`src/rtl/iclk_pkg.sv`:
```
package iclk_pkg;

  typedef enum logic [1:0] {
    CLS_NONE   = 2'd0,
    CLS_ALU    = 2'd1,
    CLS_MEM    = 2'd2,
    CLS_MULDIV = 2'd3
  } iclass_e;

  localparam int unsigned NCLS = 3;

  localparam logic [1:0] OPF_FMT2 = 2'b10;
  localparam logic [1:0] OPF_MEM  = 2'b11;

  localparam logic [5:0] OP3_UMUL = 6'h0A;
  localparam logic [5:0] OP3_SMUL = 6'h0B;
  localparam logic [5:0] OP3_UDIV = 6'h0E;
  localparam logic [5:0] OP3_SDIV = 6'h0F;

endpackage

```
`src/rtl/iclass_decoder.sv`:
```
module iclass_decoder
  import iclk_pkg::*;
(
  input  logic [31:0] insn_i,
  input  logic        valid_i,
  output iclass_e     cls_o
);

  logic [1:0] opf;
  logic [5:0] op3f;
  logic       is_muldiv;
  logic       unused_bits;

  assign opf         = insn_i[31:30];
  assign op3f        = insn_i[24:19];
  assign unused_bits = ^{insn_i[29:25], insn_i[18:0]};

  always_comb begin
    is_muldiv = (op3f == OP3_UMUL) || (op3f == OP3_SMUL) ||
                (op3f == OP3_UDIV) || (op3f == OP3_SDIV);
    if (!valid_i) begin
      cls_o = CLS_NONE;
    end else if (opf == OPF_MEM) begin
      cls_o = CLS_MEM;
    end else if ((opf == OPF_FMT2) && is_muldiv) begin
      cls_o = CLS_MULDIV;
    end else begin
      cls_o = CLS_ALU;
    end
  end

  // a valid word never decodes to a bubble
  always_comb begin
    if (valid_i) a_valid_not_bubble_r1 : assert (cls_o != CLS_NONE);
  end

endmodule

```
`src/rtl/class_pipe_tracker.sv`:
```
module class_pipe_tracker
  import iclk_pkg::*;
#(
  parameter int unsigned NSTG    = 3,
  parameter int unsigned SENS_LO = 1
) (
  input  logic    clk_i,
  input  logic    rst_ni,
  input  logic    adv_i,
  input  logic    flush_i,
  input  iclass_e cls_i,
  output iclass_e worst_o
);

  localparam int unsigned LAST = NSTG - 1;

  iclass_e stg_q [NSTG];
  iclass_e stg_d [NSTG];
  logic    stg_en;

  assign stg_en = adv_i | flush_i;

  always_comb begin
    if (flush_i) begin
      stg_d[0] = CLS_NONE;
    end else if (adv_i) begin
      stg_d[0] = cls_i;
    end else begin
      stg_d[0] = stg_q[0];
    end
    for (int s = 1; s < NSTG; s++) begin
      if (flush_i) begin
        stg_d[s] = (s == LAST) ? stg_q[s] : CLS_NONE;
      end else if (adv_i) begin
        stg_d[s] = stg_q[s-1];
      end else begin
        stg_d[s] = stg_q[s];
      end
    end
  end

  always_ff @(posedge clk_i or negedge rst_ni) begin
    if (!rst_ni) begin
      for (int s = 0; s < NSTG; s++) stg_q[s] <= CLS_NONE;
    end else if (stg_en) begin
      stg_q <= stg_d;
    end
  end

  always_comb begin
    worst_o = CLS_NONE;
    for (int s = SENS_LO; s < NSTG; s++) begin
      if (stg_q[s] > worst_o) worst_o = stg_q[s];
    end
  end

  p_stall_hold_r2 : assert property (@(posedge clk_i) disable iff (!rst_ni)
    (!adv_i && !flush_i) |=> ($stable(stg_q[0]) && $stable(stg_q[LAST])));

  p_advance_shift_r2 : assert property (@(posedge clk_i) disable iff (!rst_ni)
    (adv_i && !flush_i) |=> (stg_q[LAST] == $past(stg_q[LAST-1])));

  p_flush_clear_r3 : assert property (@(posedge clk_i) disable iff (!rst_ni)
    flush_i |=> ((stg_q[0] == CLS_NONE) && (stg_q[SENS_LO] == CLS_NONE)));

  p_flush_keep_mem_r3 : assert property (@(posedge clk_i) disable iff (!rst_ni)
    flush_i |=> $stable(stg_q[LAST]));

endmodule

```
`src/rtl/period_table.sv`:
```
module period_table
  import iclk_pkg::*;
#(
  parameter int unsigned PW      = 4,
  parameter int unsigned NCORNER = 4,
  parameter int unsigned NRD     = 2
) (
  input  logic                               clk_i,
  input  logic                               rst_ni,
  input  logic                               wr_en_i,
  input  logic [$clog2(NCORNER)-1:0]         wr_corner_i,
  input  iclass_e                            wr_cls_i,
  input  logic [PW-1:0]                      wr_code_i,
  input  logic [NRD-1:0][$clog2(NCORNER)-1:0] rd_corner_i,
  input  iclass_e                            rd_cls_i,
  output logic [NRD-1:0][PW-1:0]             per_o
);

  localparam int unsigned NENT = NCORNER * NCLS;

  logic [PW-1:0] ent_q [NENT];

  always_ff @(posedge clk_i or negedge rst_ni) begin
    if (!rst_ni) begin
      for (int e = 0; e < NENT; e++) ent_q[e] <= '1;
    end else if (wr_en_i) begin
      for (int c = 0; c < NCORNER; c++) begin
        for (int k = 0; k < NCLS; k++) begin
          if ((int'(wr_corner_i) == c) && (int'(wr_cls_i) == k + 1)) begin
            ent_q[c*NCLS+k] <= wr_code_i;
          end
        end
      end
    end
  end

  generate
    for (genvar p = 0; p < NRD; p++) begin : g_rd
      always_comb begin : lookup
        int            lim;
        logic [PW-1:0] acc;
        lim = (rd_cls_i == CLS_NONE) ? 1 : int'(rd_cls_i);
        acc = '0;
        for (int k = 0; k < NCLS; k++) begin
          if ((k < lim) && (int'(rd_corner_i[p]) < NCORNER)) begin
            if (ent_q[int'(rd_corner_i[p])*NCLS+k] > acc) begin
              acc = ent_q[int'(rd_corner_i[p])*NCLS+k];
            end
          end
        end
        per_o[p] = acc;
      end
    end
  endgenerate

endmodule

```
`src/rtl/iclass_clk_sel.sv`:
```
module iclass_clk_sel
  import iclk_pkg::*;
#(
  parameter int unsigned PW      = 4,
  parameter int unsigned NCORNER = 4
) (
  input  logic                       clk_i,
  input  logic                       rst_ni,
  input  logic                       fetch_valid_i,
  input  logic [31:0]                fetch_insn_i,
  input  logic                       adv_i,
  input  logic                       flush_i,
  input  logic [$clog2(NCORNER)-1:0] corner_i,
  input  logic                       tbl_wr_en_i,
  input  logic [$clog2(NCORNER)-1:0] tbl_wr_corner_i,
  input  logic [1:0]                 tbl_wr_class_i,
  input  logic [PW-1:0]              tbl_wr_code_i,
  output logic [PW-1:0]              period_sel_o
);

  localparam int unsigned CRW = $clog2(NCORNER);

  // reset: asserted asynchronously, released through two flops
  logic rst_meta_q, rst_sync_q;

  always_ff @(posedge clk_i or negedge rst_ni) begin
    if (!rst_ni) begin
      rst_meta_q <= 1'b0;
      rst_sync_q <= 1'b0;
    end else begin
      rst_meta_q <= 1'b1;
      rst_sync_q <= rst_meta_q;
    end
  end

  iclass_e fetch_cls;
  iclass_e worst_cls;

  iclass_decoder u_dec (
    .insn_i  (fetch_insn_i),
    .valid_i (fetch_valid_i),
    .cls_o   (fetch_cls)
  );

  class_pipe_tracker #(
    .NSTG    (3),
    .SENS_LO (1)
  ) u_trk (
    .clk_i   (clk_i),
    .rst_ni  (rst_sync_q),
    .adv_i   (adv_i),
    .flush_i (flush_i),
    .cls_i   (fetch_cls),
    .worst_o (worst_cls)
  );

  logic [CRW-1:0]          corner_q;
  logic [1:0][CRW-1:0]     rd_corner;
  logic [1:0][PW-1:0]      per_w;
  logic [PW-1:0]           period_d;
  logic [PW-1:0]           period_q;
  logic                    corner_moved;

  assign rd_corner[0] = corner_i;   // new corner
  assign rd_corner[1] = corner_q;   // corner at previous edge

  period_table #(
    .PW      (PW),
    .NCORNER (NCORNER),
    .NRD     (2)
  ) u_tbl (
    .clk_i       (clk_i),
    .rst_ni      (rst_sync_q),
    .wr_en_i     (tbl_wr_en_i),
    .wr_corner_i (tbl_wr_corner_i),
    .wr_cls_i    (iclass_e'(tbl_wr_class_i)),
    .wr_code_i   (tbl_wr_code_i),
    .rd_corner_i (rd_corner),
    .rd_cls_i    (worst_cls),
    .per_o       (per_w)
  );

  assign corner_moved = (corner_i != corner_q);

  always_comb begin
    period_d = per_w[0];
    if (corner_moved && (per_w[1] > per_w[0])) begin
      period_d = per_w[1];
    end
  end

  always_ff @(posedge clk_i or negedge rst_sync_q) begin
    if (!rst_sync_q) begin
      corner_q <= '0;
      period_q <= '1;
    end else begin
      corner_q <= corner_i;
      period_q <= period_d;
    end
  end

  assign period_sel_o = period_q;

  p_corner_guard_r8 : assert property (@(posedge clk_i) disable iff (!rst_sync_q)
    corner_moved |=> ((period_sel_o >= $past(per_w[0])) &&
                      (period_sel_o >= $past(per_w[1]))));

  p_steady_corner_r4 : assert property (@(posedge clk_i) disable iff (!rst_sync_q)
    !corner_moved |=> (period_sel_o == $past(per_w[0])));

endmodule

```
`config.mk`:
```
export PLATFORM = sky130hd
export DESIGN_NAME = iclass_clk_sel
export DESIGN_NICKNAME = d
export VERILOG_FILES = /design/src/rtl/iclk_pkg.sv /design/src/rtl/iclass_decoder.sv /design/src/rtl/class_pipe_tracker.sv /design/src/rtl/period_table.sv /design/src/rtl/iclass_clk_sel.sv
export SDC_FILE = /design/constraint.sdc
export NUM_CORES = 1
export LEC_CHECK = 0
export BUFFER_PORTS_ARGS = -buffer_cell sky130_fd_sc_hd__buf_2
export CORE_MARGIN = 2
export CORE_UTILIZATION = 35
export DETAILED_ROUTE_END_ITERATION = 16
export GPL_TIMING_DRIVEN = 0
export PLACE_DENSITY = 0.64
export SLEW_MARGIN = 20
export SYNTH_ARGS = -nofsm -noshare
export SYNTH_HDL_FRONTEND = slang
export SYNTH_SLANG_ARGS = --single-unit
```
`constraint.sdc`:
```
create_clock -name clk_i -period 2 [get_ports clk_i]
set_clock_uncertainty 0.15 [all_clocks]
set_input_delay 0.1 -clock clk_i [delete_from_list [all_inputs] [get_ports clk_i]]
set_output_delay 0.1 -clock clk_i [all_outputs]
set_load 0.005 [all_outputs]
```
==> results_dict.tcl <==
set metrics [dict create \
    status "complete, but fails checks" \
    violations "setup timing" \
    die_h_um 129 \
    final_nets 645 \
    cts_buffers 9 \
    drv_cap 0 \
    via_per_inst 5.68 \
    critPathRequiredTime_ps 2120 \
    crit_slowest_cell "mux4_2" \
    ant_nets 0 \
    fin_total_pwr_mw 6.97 \
    antenna_cells 0 \
    antenna_found_initial 0 \
    yosys.area.top_type "dfstp_2" \
    worst-setup-path-type "reg2reg" \
    drive_gt1_share_pct 56.9 \
    worstPathArrival_ps 6390 \
    insertion_delay_ps 350 \
    synthTopCellsByArea "dfstp_2 (25%), mux4_2 (22%), mux2_2 (11%)" \
    max_freq_ghz 0.159 \
    postLayoutCellArea_um2 7130 \
    synthArstFlopShare_pct 100 \
    synth-edff-count 0 \
    ff2ff_setup_slack_ps -4270 \
    worst_pin_slew_ps 778 \
    worstSetupEndpointType "register" \
    port-buffer-count 24 \
    core-area_um2 15300 \
    htree_levels 3 \
    die_w_um 129 \
    path_common_cell "o21a_1" \
    synth_top_area_share_pct 24.9 \
    slew-limit-headroom_pct 48.1 \
    cts-root-buf "clkbuf_16" \
    ioPinCount 52 \
    synth_area_um2 5490 \
    cts_tree "done" \
    drt_iter0_drc 345 \
    grt_pass1_wl_mm 24.2 \
    dp_hpwl_mm 10.9 \
    max-clock-path-buffers 2 \
    critical-path-max-stage-delay_ps 480 \
    die_area_um2 16700 \
    ir_drop_uv 605 \
    min_period_over_period_pct 314 \
    first_pass_iters 5 \
    final_cell_mix "buf_4 (61), mux4_2 (54), mux2_2 (54), dfstp_2 (52), nand2_1 (31)" \
    rsz0062_at_grt "yes" \
    place_congestion 0.903 \
    syn_nets 534 \
    synth_cell_types 56 \
    synthCells 457 \
    holdWs_ps 37.9 \
    synth_ff_type "dfstp_2" \
    hp-class "in2reg" \
    post-route-min-period_ps 6270 \
    grt_usage_pct 19.0 \
    area_growth_pct 29.9 \
    worstPathMaxFanout 5 \
    rows 45 \
    first_global_vias 4564 \
    remaining_drc_errors 0 \
    avgRoutedWirePerCell_um 19.8 \
    postPlaceCellArea_um2 5970 \
    cp-start-kind "register" \
    setup-tns-final_ps -16980 \
    seq_area_frac_synth_pct 29.5 \
    path_clk_slew_ps 60 \
    vias 4456 \
    leakage_nw 2.91 \
    avgSynthCellArea_um2 12.0 \
    setup_slack_ps -4270 \
    start_util_pct 36.0 \
    layout.cells.most_common "buf_4" \
    ys_warn_count 0 \
    finalMaxSlewViolations 0 \
    grt_overflow 0 \
    ys_seq_elements 62 \
    hold_violations 0 \
    powerDensity_nw_per_um2 978 \
    routed_wl_mm 15.5 \
    grt_max_degree 61 \
    finalSetupViolCount 4 \
    clock-sinks 62 \
]
## area by class of cell
class	count	area, µm²
repair buffers	101	761
fillers	1339	8130
multi-input cells	350	3830
well taps	211	264
clock inverters	6	68.8
clock buffers	10	229
inverters	17	76.3
flip-flops and latches	62	1620
plain buffers	27	282
## state kept, by name (all words and copies together), names as in the netlist
register / cells
u_trk.stg_q: 6
rst_meta_q: 1
corner_q: 2
period_sel_o: 4
rst_sync_q: 1
u_tbl.ent_q: 48
## Yosys cell counts, drive strengths merged, types with 4 or more instances
| cell | number |
|---|---|
| o211ai | 13 |
| mux2i | 25 |
| mux2 | 57 |
| o21ai | 19 |
| ha | 29 |
| inv | 17 |
| dfstp | 52 |
| dfrtp | 10 |
| nor2 | 21 |
| nor2b | 9 |
| buf | 17 |
| o21a | 6 |
| a21oi | 8 |
| a22o | 4 |
| mux4 | 54 |
| nand2 | 34 |
| nand2b | 12 |
| nand3b | 7 |
| clkbuf | 11 |
| nand3 | 5 |
## cells by family after synthesis
logic type / share of synthesized area, %
mux: 38.5
simple gates: 9.10
compound gates: 11.7
flops: 29.5
buf+inv: 3.81
fa+ha+maj: 6.61
xor+xnor: 0.798
other cells: 0.0683
## power by group
part / switching (mW) / internal [mW]
Clock: 0.626 / 0.974
Sequential: 0.447 / 1.74
Combinational: 1.37 / 1.82
## routing by layer
metal  vias up  GRT usage [%]  part of all wire, %
met5         -              0                    0
met1      2258           24.0                   42
met4         0           7.99                  2.8
li1       1991              -                    -
met3        40           4.50                  6.0
met2       167           31.5                   49
## repair_timing
action	in CTS	in global routing
endpoints found under the setup margin	4	4
resized for setup	36	30
setup buffers	45	17
pin swaps	17	20
hold buffers	13	0
cloned	1	1
endpoints found under the hold margin	16	0
## worst max-delay path: cells and delay by family, from the launching register on
kind            cells  cell delay, ps
compound gates     14            2170
buf+inv            10            1190
fa+ha+maj           4             850
simple gates        7             790
mux                 2             660
flops               1             390
## final timing paths
path                              from               to  cells after the start
setup / recovery           corner_q[0]  period_sel_o[1]                     37
hold / removal                   adv_i   u_trk.stg_q[3]                      3
setup reg to reg           corner_q[0]  period_sel_o[1]                     37
hold reg to reg             rst_meta_q       rst_sync_q                      0
max in group asynchronous   rst_sync_q      corner_q[1]                      0
min in group asynchronous   rst_sync_q   u_trk.stg_q[5]                      0
## through the flow
step / worst slack [ps] / instances / utilization [%]
floorplan: -4380 / 457 / -
global placement: -5400 / 692 / 39.1
detailed placement: -5630 / 692 / 39.1
CTS: -4260 / 767 / 45.2
global route: -4530 / 784 / 46.7
finish: -4270 / 784 / 46.7
Note: power is estimated with default switching activity, not from simulation.
